==> src/rtl/txf_pkg.sv <==
package txf_pkg;
    localparam int DATA_W = 8;
    localparam int SYM_W  = 10;

    typedef enum logic [1:0] {
        PH_IDLE  = 2'd0,
        PH_START = 2'd1,
        PH_DATA  = 2'd2
    } phase_e;

    // Splice the 0101 group into the low six bits at a slot picked by the top two bits.
    function automatic logic [SYM_W-1:0] recode(input logic [DATA_W-1:0] d);
        logic [SYM_W-1:0] s;
        case (d[7:6])
            2'b00:   s = {4'b0101, d[5:0]};
            2'b01:   s = {d[5], 4'b0101, d[4:0]};
            2'b10:   s = {d[5:4], 4'b0101, d[3:0]};
            default: s = {d[5:3], 4'b0101, d[2:0]};
        endcase
        return s;
    endfunction
endpackage

==> src/rtl/tx_encoder.sv <==
module tx_encoder
    import txf_pkg::*;
(
    input  logic [DATA_W-1:0] byte_in,
    output logic [SYM_W-1:0]  sym_out
);
    always_comb sym_out = recode(byte_in);
endmodule

==> src/rtl/tx_ctrl.sv <==
module tx_ctrl
    import txf_pkg::*;
#(
    parameter int STAT_W = 8
) (
    input  logic              clk,
    input  logic              rst,
    input  logic              wr_en,
    input  logic [SYM_W-1:0]  sym_in,
    input  logic              cfg_wr,
    input  logic [STAT_W-1:0] cfg_data,
    input  logic              done,
    output logic              busy,
    output logic              enable,
    output logic [SYM_W-1:0]  sym
);
    localparam int EN_BIT = STAT_W - 2;

    always_ff @(posedge clk) begin
        if (rst) begin
            busy   <= 1'b0;
            enable <= 1'b0;
            sym    <= '0;
        end else begin
            if (cfg_wr) enable <= cfg_data[EN_BIT];
            if (done) begin
                busy <= 1'b0;
            end else if (wr_en && !busy) begin
                busy <= 1'b1;
                sym  <= sym_in;
            end
        end
    end


    hold_sym_chk: assert property (@(posedge clk) disable iff (rst)
        (busy && wr_en) |=> $stable(sym));

    busy_clear_chk: assert property (@(posedge clk) disable iff (rst)
        $fell(busy) |-> $past(done));

    no_spurious_busy_chk: assert property (@(posedge clk) disable iff (rst)
        (!busy && !wr_en) |=> !busy);

    en_write_chk: assert property (@(posedge clk) disable iff (rst)
        cfg_wr |=> (enable == $past(cfg_data[EN_BIT])));
endmodule

==> src/rtl/tx_serializer.sv <==
module tx_serializer
    import txf_pkg::*;
#(
    parameter int IDLE_MIN  = 10,
    parameter int START_LEN = 4
) (
    input  logic             clk,
    input  logic             rst,
    input  logic             bit_en,
    input  logic             busy,
    input  logic [SYM_W-1:0] sym,
    output logic             tx,
    output logic             done
);
    localparam int CMAX = (SYM_W > START_LEN) ? SYM_W : START_LEN;
    localparam int CW   = $clog2(CMAX + 1);
    localparam int IW   = $clog2(IDLE_MIN + 1);

    phase_e           ph;
    logic [CW-1:0]    cnt;
    logic [IW-1:0]    idle_cnt;
    logic [SYM_W-1:0] sh;
    logic             go;

    always_comb begin
        go   = (ph == PH_IDLE) && busy && (idle_cnt == IW'(IDLE_MIN)) && tx;
        done = (ph == PH_DATA) && bit_en && (cnt == CW'(SYM_W - 1));
    end

    always_ff @(posedge clk) begin
        if (rst) begin
            ph       <= PH_IDLE;
            tx       <= 1'b0;
            cnt      <= '0;
            idle_cnt <= '0;
            sh       <= '0;
        end else if (bit_en) begin
            case (ph)
                PH_IDLE: begin
                    if (go) begin
                        tx  <= 1'b1;
                        cnt <= CW'(1);
                        ph  <= PH_START;
                    end else begin
                        tx <= ~tx;
                        if (idle_cnt != IW'(IDLE_MIN)) idle_cnt <= idle_cnt + 1'b1;
                    end
                end
                PH_START: begin
                    if (cnt == CW'(START_LEN)) begin
                        tx  <= sym[SYM_W-1];
                        sh  <= sym << 1;
                        cnt <= CW'(1);
                        ph  <= PH_DATA;
                    end else begin
                        tx  <= 1'b1;
                        cnt <= cnt + 1'b1;
                    end
                end
                PH_DATA: begin
                    if (cnt == CW'(SYM_W)) begin
                        tx       <= ~tx;
                        idle_cnt <= IW'(1);
                        cnt      <= '0;
                        ph       <= PH_IDLE;
                    end else begin
                        tx  <= sh[SYM_W-1];
                        sh  <= sh << 1;
                        cnt <= cnt + 1'b1;
                    end
                end
                default: ph <= PH_IDLE;
            endcase
        end
    end


    stable_out_chk: assert property (@(posedge clk) disable iff (rst)
        !bit_en |=> $stable(tx));

    start_gate_chk: assert property (@(posedge clk) disable iff (rst)
        (ph == PH_START && $past(ph) == PH_IDLE) |-> ($past(tx) && $past(busy)));

    mark_ones_chk: assert property (@(posedge clk) disable iff (rst)
        (ph == PH_START) |-> tx);
endmodule

==> src/rtl/byte_framer.sv <==
module byte_framer
    import txf_pkg::*;
#(
    parameter int IDLE_MIN  = 10,
    parameter int START_LEN = 4,
    parameter int STAT_W    = 8
) (
    input  logic              clk,
    input  logic              rst,
    input  logic              bit_en,
    input  logic              wr_en,
    input  logic [7:0]        wr_data,
    input  logic              cfg_wr,
    input  logic [STAT_W-1:0] cfg_data,
    output logic [STAT_W-1:0] status,
    output logic              tx_data,
    output logic              tx_enb
);
    logic [SYM_W-1:0] enc_sym, held_sym;
    logic             busy, enable, done;

    tx_encoder u_enc (.byte_in(wr_data), .sym_out(enc_sym));

    tx_ctrl #(.STAT_W(STAT_W)) u_ctrl (
        .clk(clk), .rst(rst), .wr_en(wr_en), .sym_in(enc_sym),
        .cfg_wr(cfg_wr), .cfg_data(cfg_data), .done(done),
        .busy(busy), .enable(enable), .sym(held_sym)
    );

    tx_serializer #(.IDLE_MIN(IDLE_MIN), .START_LEN(START_LEN)) u_ser (
        .clk(clk), .rst(rst), .bit_en(bit_en), .busy(busy), .sym(held_sym),
        .tx(tx_data), .done(done)
    );

    always_comb begin
        status = {busy, enable, {(STAT_W-2){1'b0}}};
        tx_enb = enable;
    end
endmodule

==> config.mk <==
export PLATFORM = sky130hd
export DESIGN_NAME = byte_framer
export DESIGN_NICKNAME = d
export VERILOG_FILES = /design/src/rtl/txf_pkg.sv /design/src/rtl/tx_encoder.sv /design/src/rtl/tx_ctrl.sv /design/src/rtl/tx_serializer.sv /design/src/rtl/byte_framer.sv
export SDC_FILE = /design/constraint.sdc
export NUM_CORES = 1
export LEC_CHECK = 0
export ABC_AREA = 1
export BUFFER_PORTS_ARGS = -buffer_cell sky130_fd_sc_hd__buf_2
export CORE_UTILIZATION = 56
export DETAILED_ROUTE_END_ITERATION = 10
export GPL_TIMING_DRIVEN = 1
export MAX_ROUTING_LAYER = met4
export PLACE_DENSITY_LB_ADDON = 0.3
export SLEW_MARGIN = 20
export SYNTH_ARGS = -nofsm -noshare
export SYNTH_HDL_FRONTEND = slang
export SYNTH_HIERARCHICAL = 1
export SYNTH_SLANG_ARGS = --single-unit
==> constraint.sdc <==
create_clock -name clk -period 2.02 [get_ports clk]
set_input_delay 0.505 -clock clk [delete_from_list [all_inputs] [get_ports clk]]
set_output_delay 0.505 -clock clk [all_outputs]
set_load 0.01 [all_outputs]
==> impl_metrics.tcl, run 1 <==
set metrics [dict create \
    run_status "finished clean" \
    drt_iter0_drc 56 \
    rr_endpoint "u_ser/sh[2]$_SDFFE_PP0P_" \
    report.final.slew_viol_count 0 \
    initial_core_util 0.613 \
    skew_ns 0.00687 \
    arrival_ns 2.03 \
    cp-end-kind "flop" \
    h-tree-depth 2 \
    finalWirelength_mm 3.49 \
    crit_start "u_ser/ph[0]$_SDFFE_PP0P_" \
    dp_hpwl_mm 2.45 \
    min_to "u_ctrl/enable$_SDFFE_PP0P_" \
    ant_nets 0 \
    cp.required_ns 2.28 \
    yosysSeqAreaShare 0.332 \
    grt_busiest_layer "met2" \
    die_h_microns 60.7 \
    grt_use_met1 0.292 \
    finalHoldViolCount 0 \
    fmax_mhz 564 \
    ir_worst_vdd_uv 706 \
    setup_violations 0 \
    grt_overflow 0 \
    power_density_nw_per_um2 642 \
    rows 20 \
    cts_buffer_depth 2 \
    cp_common_cell "nand2_1" \
    grt_pass1_wl_mm 5.87 \
    drtPass1Iterations 5 \
    critPathLaunchType "flop" \
    power.leakage_uw 0.000986 \
    ctsHoldBuffers 0 \
    slew_headroom 0.667 \
    worstHoldStart "cfg_wr" \
    setup-tns-final_ns 0 \
    die_w_microns 60.7 \
    wl_per_cell_microns 10.1 \
    vias 1644 \
    whs_ns 0.337 \
    synth_cell_type_count 26 \
    rr_startpoint "u_ser/ph[0]$_SDFFE_PP0P_" \
    cts-resized-gates 0 \
    tightest_slew_ns 0.499 \
    cts_root_buf "clkbuf_4" \
    grt_pass1_vias 1354 \
    numPortBuffers 17 \
    antenna_cells 0 \
    worstHoldPathCells 2 \
    drive_above_1_share 0.129 \
    final_common_cell "nand2_1" \
    yosys_warnings 6 \
    cpMaxStageDelayCell "a21oi_4" \
    syn_area_per_cell_sq_um 6.66 \
    path_class "reg -> reg" \
    rr_worst_depth 8 \
    netlist_instances 290 \
    rrSetupSlack_ns 0.25 \
    netlist_area_sq_um 1930 \
    insertion_delay_ns 0.35 \
    cts-buffers-inserted 5 \
    gp_congestion 0.877 \
    hold_class "in -> reg" \
    drc 0 \
    area_delta_synth_final_pct 6.15 \
    worst-path-buf-inv 2 \
    met3_usage 0.0704 \
    coreArea_sq_um 3150 \
    crit_fanout 18 \
    min_period_ns 1.77 \
    cp_top_family "compound AO/OA/AOI/OAI gates" \
    cts_tree "done" \
    path_cells "inv_1 -> ha_1 -> buf_4 -> nand2_2 -> a21oi_4 -> nand2_1 -> nand2_1 -> nor2_1" \
    die_area_sq_um 3690 \
    antenna_found_initial 0 \
    rsz0062_at_grt "false" \
    grt_use_met2 0.325 \
    nets 334 \
    vias_per_cell 4.74 \
    max-cap-violations 0 \
    io_pins 31 \
    finalCritPeriodShare 0.878 \
    critPathMaxStageDelay_ns 0.42 \
    post-cts-setup-buffers 0 \
    grt_usage 0.225 \
    numClockSinks 32 \
    synth-seq-cells 32 \
    final_cell_mix "nand2_1, nor2_1, inv_1, dfxtp_1, buf_2" \
    grt_max_degree 21 \
    clk_transition_reported_paths_ns 0.11 \
]
power by group:
group	internal [uW]	switching, uW	total [uW]
clock	264	247	511
sequential	655	15.1	670
combinational	50.3	84.5	135
layer usage:
layer / vias up / wire length (microns)
met3: 6 / 165
met1: 701 / 1750
met5: - / 0
met4: 0 / 55
met2: 42 / 1520
li1: 895 / -
state kept, by name, summed over array words and instances (netlist names):
name            count
u_ser/tx            1
u_ser/cnt           4
u_ctrl/sym         10
u_ctrl/busy         1
u_ser/ph            2
u_ser/sh            9
u_ser/idle_cnt      4
u_ctrl/enable       1
cell usage after synthesis:
cell type  instances  area (sq um)
mux2i_1            8          80.1
o211ai_1           1          7.51
o21a_1             1          7.51
buf_2              3          15.0
nand2_1           81           304
nor2_2             1          6.26
a21oi_1           10          50.1
buf_4             12          90.1
o21ai_0            6          30.0
xor2_1             2          17.5
a21boi_0           1          7.51
buf_6              2          22.5
nand3b_1           2          15.0
inv_1             32           120
nand3_2            3          30.0
nand4_1            1          6.26
inv_2              3          11.3
ha_1              11           138
nor3_1             2          10.0
nand3_1           10          50.1
nor2_1            58           218
a21oi_4            1          16.3
conb_1             1          3.75
nand2_2            5          31.3
buf_1              1          3.75
dfxtp_1           32           641
cell families (layout without fill, tap and decap cells):
logic type	count (synthesis)	after routing	synth area share
compound gates	20	20	0.0615
other cells	1	6	0.00194
mux	8	8	0.0415
fa+ha+maj	11	11	0.0712
xor+xnor	2	2	0.00907
simple gates	163	163	0.347
flops	32	32	0.332
buf+inv	53	61	0.136
per-stage QoR:
stage	std cells	total power (uW)	util	setup slack (ns)	instance area (sq um)
floorplan	295	797	-	0.459	1950
global placement	339	815	0.624	0.318	1970
detailed placement	339	819	0.624	0.250	1970
CTS	347	1330	0.650	0.257	2050
global route	347	1380	0.650	0.0702	2050
finish	347	1320	0.650	0.247	2050
cell type report:
cell class	count	area (sq um)
Sequential cell	32	641
Clock buffer	5	37.5
Timing Repair Buffer	18	92.6
Tap cell	44	55.1
Inverter	35	131
Clock inverter	3	46.3
Fill cell	302	1100
Multi-Input combinational cell	210	1050
how the worst max path moves through the flow:
stage	depth (start not counted)	end	slack, ns
after floorplan	10	u_ser/sh[8]$_SDFFE_PP0P_	0.46
after global placement	8	u_ctrl/sym[5]$_SDFFE_PP0P_	0.32
after detailed placement	8	u_ser/sh[2]$_SDFFE_PP0P_	0.25
after CTS	8	u_ser/sh[2]$_SDFFE_PP0P_	0.26
after global routing	8	u_ctrl/sym[2]$_SDFFE_PP0P_	0.07
final	8	u_ser/sh[2]$_SDFFE_PP0P_	0.25
No activity file was read; power rests on OpenSTA's default activity.
==> run 2: changes to the inputs <==
- SKIP_CTS_REPAIR_TIMING: unset -> 1
- SYNTH_HIERARCHICAL: 1 -> unset
==> run 2 against run 1 <==
Clock power is 4.1% lower. Global-route usage is 0.25 points lower. Sequential power is 0.7% lower. Critical path type unchanged. Largest cell class unchanged. Highest routed layer unchanged.
==> impl_metrics.tcl, run 2 <==
set metrics [dict create \
    run_status "finished clean" \
    path_cells "inv_1 -> ha_1 -> nand2_1 -> inv_1 -> nor2_2 -> nand2_1 -> nand2_1 -> a21oi_1" \
    arrival_ns 1.86 \
    critPathMaxStageDelay_ns 0.41 \
    grt_pass1_wl_mm 5.76 \
    syn_area_per_cell_sq_um 7.30 \
    final_cell_mix "nand2_1, dfxtp_1, a21oi_1" \
    async_flop_share 0 \
    drc 0 \
    antenna_found_initial 0 \
    cp-end-kind "flop" \
    final_common_cell "nand2_1" \
    dp_hpwl_mm 2.54 \
    gp_congestion 0.863 \
    numPortBuffers 17 \
    reg_top3 "u_ctrl.sym x10, u_ser.sh x9" \
    drt_iter0_drc 57 \
    yosys_warnings 0 \
    h-tree-depth 2 \
    power.leakage_uw 0.000890 \
    grt_use_met1 0.293 \
    yosys-top-cells-count "nand2_1, dfxtp_1, a21oi_1" \
    crit_start "u_ser.ph[0]$_SDFFE_PP0P_" \
    die_w_microns 59.7 \
    synth_top_flop_cell "dfxtp_1" \
    initial_core_util 0.600 \
    cpMaxStageDelayCell "dfxtp_1" \
    crit_fanout 7 \
    cts-buffers-inserted 5 \
    rows 20 \
    grt_busiest_layer "met2" \
    cts_tree "done" \
    wl_per_cell_microns 11.1 \
    die_h_microns 59.7 \
    drive_above_1_share 0.154 \
    vias 1597 \
    min_period_ns 1.62 \
    synth_cell_type_count 31 \
    synth_edf_count 0 \
    synth_area_leaders "dfxtp_1, nand2_1, a21oi_1, ha_1, nand3_1" \
    setup_violations 0 \
    cp.required_ns 2.26 \
    yosysSeqAreaShare 0.344 \
    power_density_nw_per_um2 633 \
    yosys.area.top_type "dfxtp_1" \
    grt_pass1_vias 1325 \
    max-cap-violations 0 \
    cts_root_buf "clkbuf_4" \
    rsz0062_at_grt "false" \
    numClockSinks 32 \
    regMostFlops "u_ctrl.sym" \
    ant_nets 0 \
    clk_transition_reported_paths_ns 0.11 \
    grt_usage 0.222 \
    cts_buffer_depth 2 \
    whs_ns 0.342 \
    synth_top_cell_area_share 0.344 \
    area_delta_synth_final_pct 8.13 \
    grt_overflow 0 \
    cp_common_cell "nand2_1" \
    insertion_delay_ns 0.34 \
    nets 303 \
    worstHoldStart "cfg_wr" \
    path_class "reg -> reg" \
    fill_cells 305 \
    report.final.slew_viol_count 0 \
    synth-seq-cells 32 \
    ir_worst_vdd_uv 462 \
    netlist_area_sq_um 1860 \
    met3_usage 0.0455 \
    netlist_instances 255 \
    die_area_sq_um 3560 \
    finalCritPeriodShare 0.801 \
    coreArea_sq_um 3100 \
    drtPass1Iterations 4 \
    skew_ns 0.0159 \
    largest_reg_flops 10 \
    rr_startpoint "u_ser.ph[0]$_SDFFE_PP0P_" \
    grt_use_met2 0.332 \
    grt_max_degree 20 \
    finalWirelength_mm 3.50 \
    hold_class "in -> reg" \
    critPathLaunchType "flop" \
    fmax_mhz 618 \
    antenna_cells 0 \
    vias_per_cell 5.05 \
    yosysMostFrequentCell "nand2_1" \
    io_pins 31 \
    finalHoldViolCount 0 \
    setup-tns-final_ns 0 \
]
## run 2: cell types whose count changed after synthesis, moves of 4 or more
cell / previous run / this run
nand2_2: 5 / 1
nand2_1: 81 / 56
o21ai_0: 6 / 17
mux2i_1: 8 / 0
a21oi_1: 10 / 30
nor2_1: 58 / 14
buf_4: 12 / 8
nand3_1: 10 / 23
## run 2: logic make-up (layout without fill, tap and decap cells)
logic type,Yosys count,in the layout,share of synthesized area
buffers and inverters,46,58,0.116
AOI/OAI and AO/OA,56,56,0.169
and+or+nand+nor,106,106,0.281
xor gates and xnor gates,3,3,0.0141
adders and majority gates,11,11,0.0739
DFF,32,32,0.344
other,1,6,0.00201
## run 2: cell type report
| type | count | area [sq um] | share of cell area |
|---|---|---|---|
| multi-input combinational | 182 | 1020 | 0.509 |
| timing repair buffer | 19 | 100 | 0.0497 |
| sequential | 32 | 641 | 0.318 |
| clock inverter | 2 | 35.0 | 0.0174 |
| tap | 44 | 55.1 | 0.0273 |
| clock buffer | 6 | 41.3 | 0.0205 |
| inverter | 31 | 116 | 0.0578 |
## run 2: path summary, 6_finish.rpt
kind / slack [ns] / depth (start not counted) / to
max: 0.40 / 8 / u_ser.ph[0]$_SDFFE_PP0P_
min: 0.34 / 2 / u_ctrl.enable$_SDFFE_PP0P_
max reg2reg: 0.40 / 8 / u_ser.ph[0]$_SDFFE_PP0P_
min reg2reg: 0.46 / 2 / u_ctrl.sym[2]$_SDFFE_PP0P_
## run 2: stage by stage
stage,std cells,setup slack (ns),util,instance area (sq um),power [uW]
final,316,0.402,0.649,2010,1270
after global routing,316,0.200,0.649,2010,1320
after CTS,316,0.404,0.649,2010,1280
after detailed placement,308,0.440,0.624,1940,799
after global placement,308,0.442,0.624,1940,795
after floorplan,260,0.611,-,1880,774
## run 2: power breakdown
part	internal, uW	total [uW]	switching, uW
Sequential	653	665	12.0
Clock	259	490	231
Combinational	44.0	119	74.7
Total	956	1270	317
## run 2: per-layer routing
metal,share of wire,up-vias
li1,-,839
met1,0.49,714
met4,0.020,0
met2,0.44,37
met5,0,-
met3,0.044,7
## run 2: worst max-delay path, delay by kind of cell (launching register included)
family,cells,cell delay (ns)
buffers and inverters,2,0.18
AND/OR/NAND/NOR,4,0.54
adder cells (fa/ha/maj),1,0.34
flip-flops,1,0.41
AO/OA/AOI/OAI,1,0.06
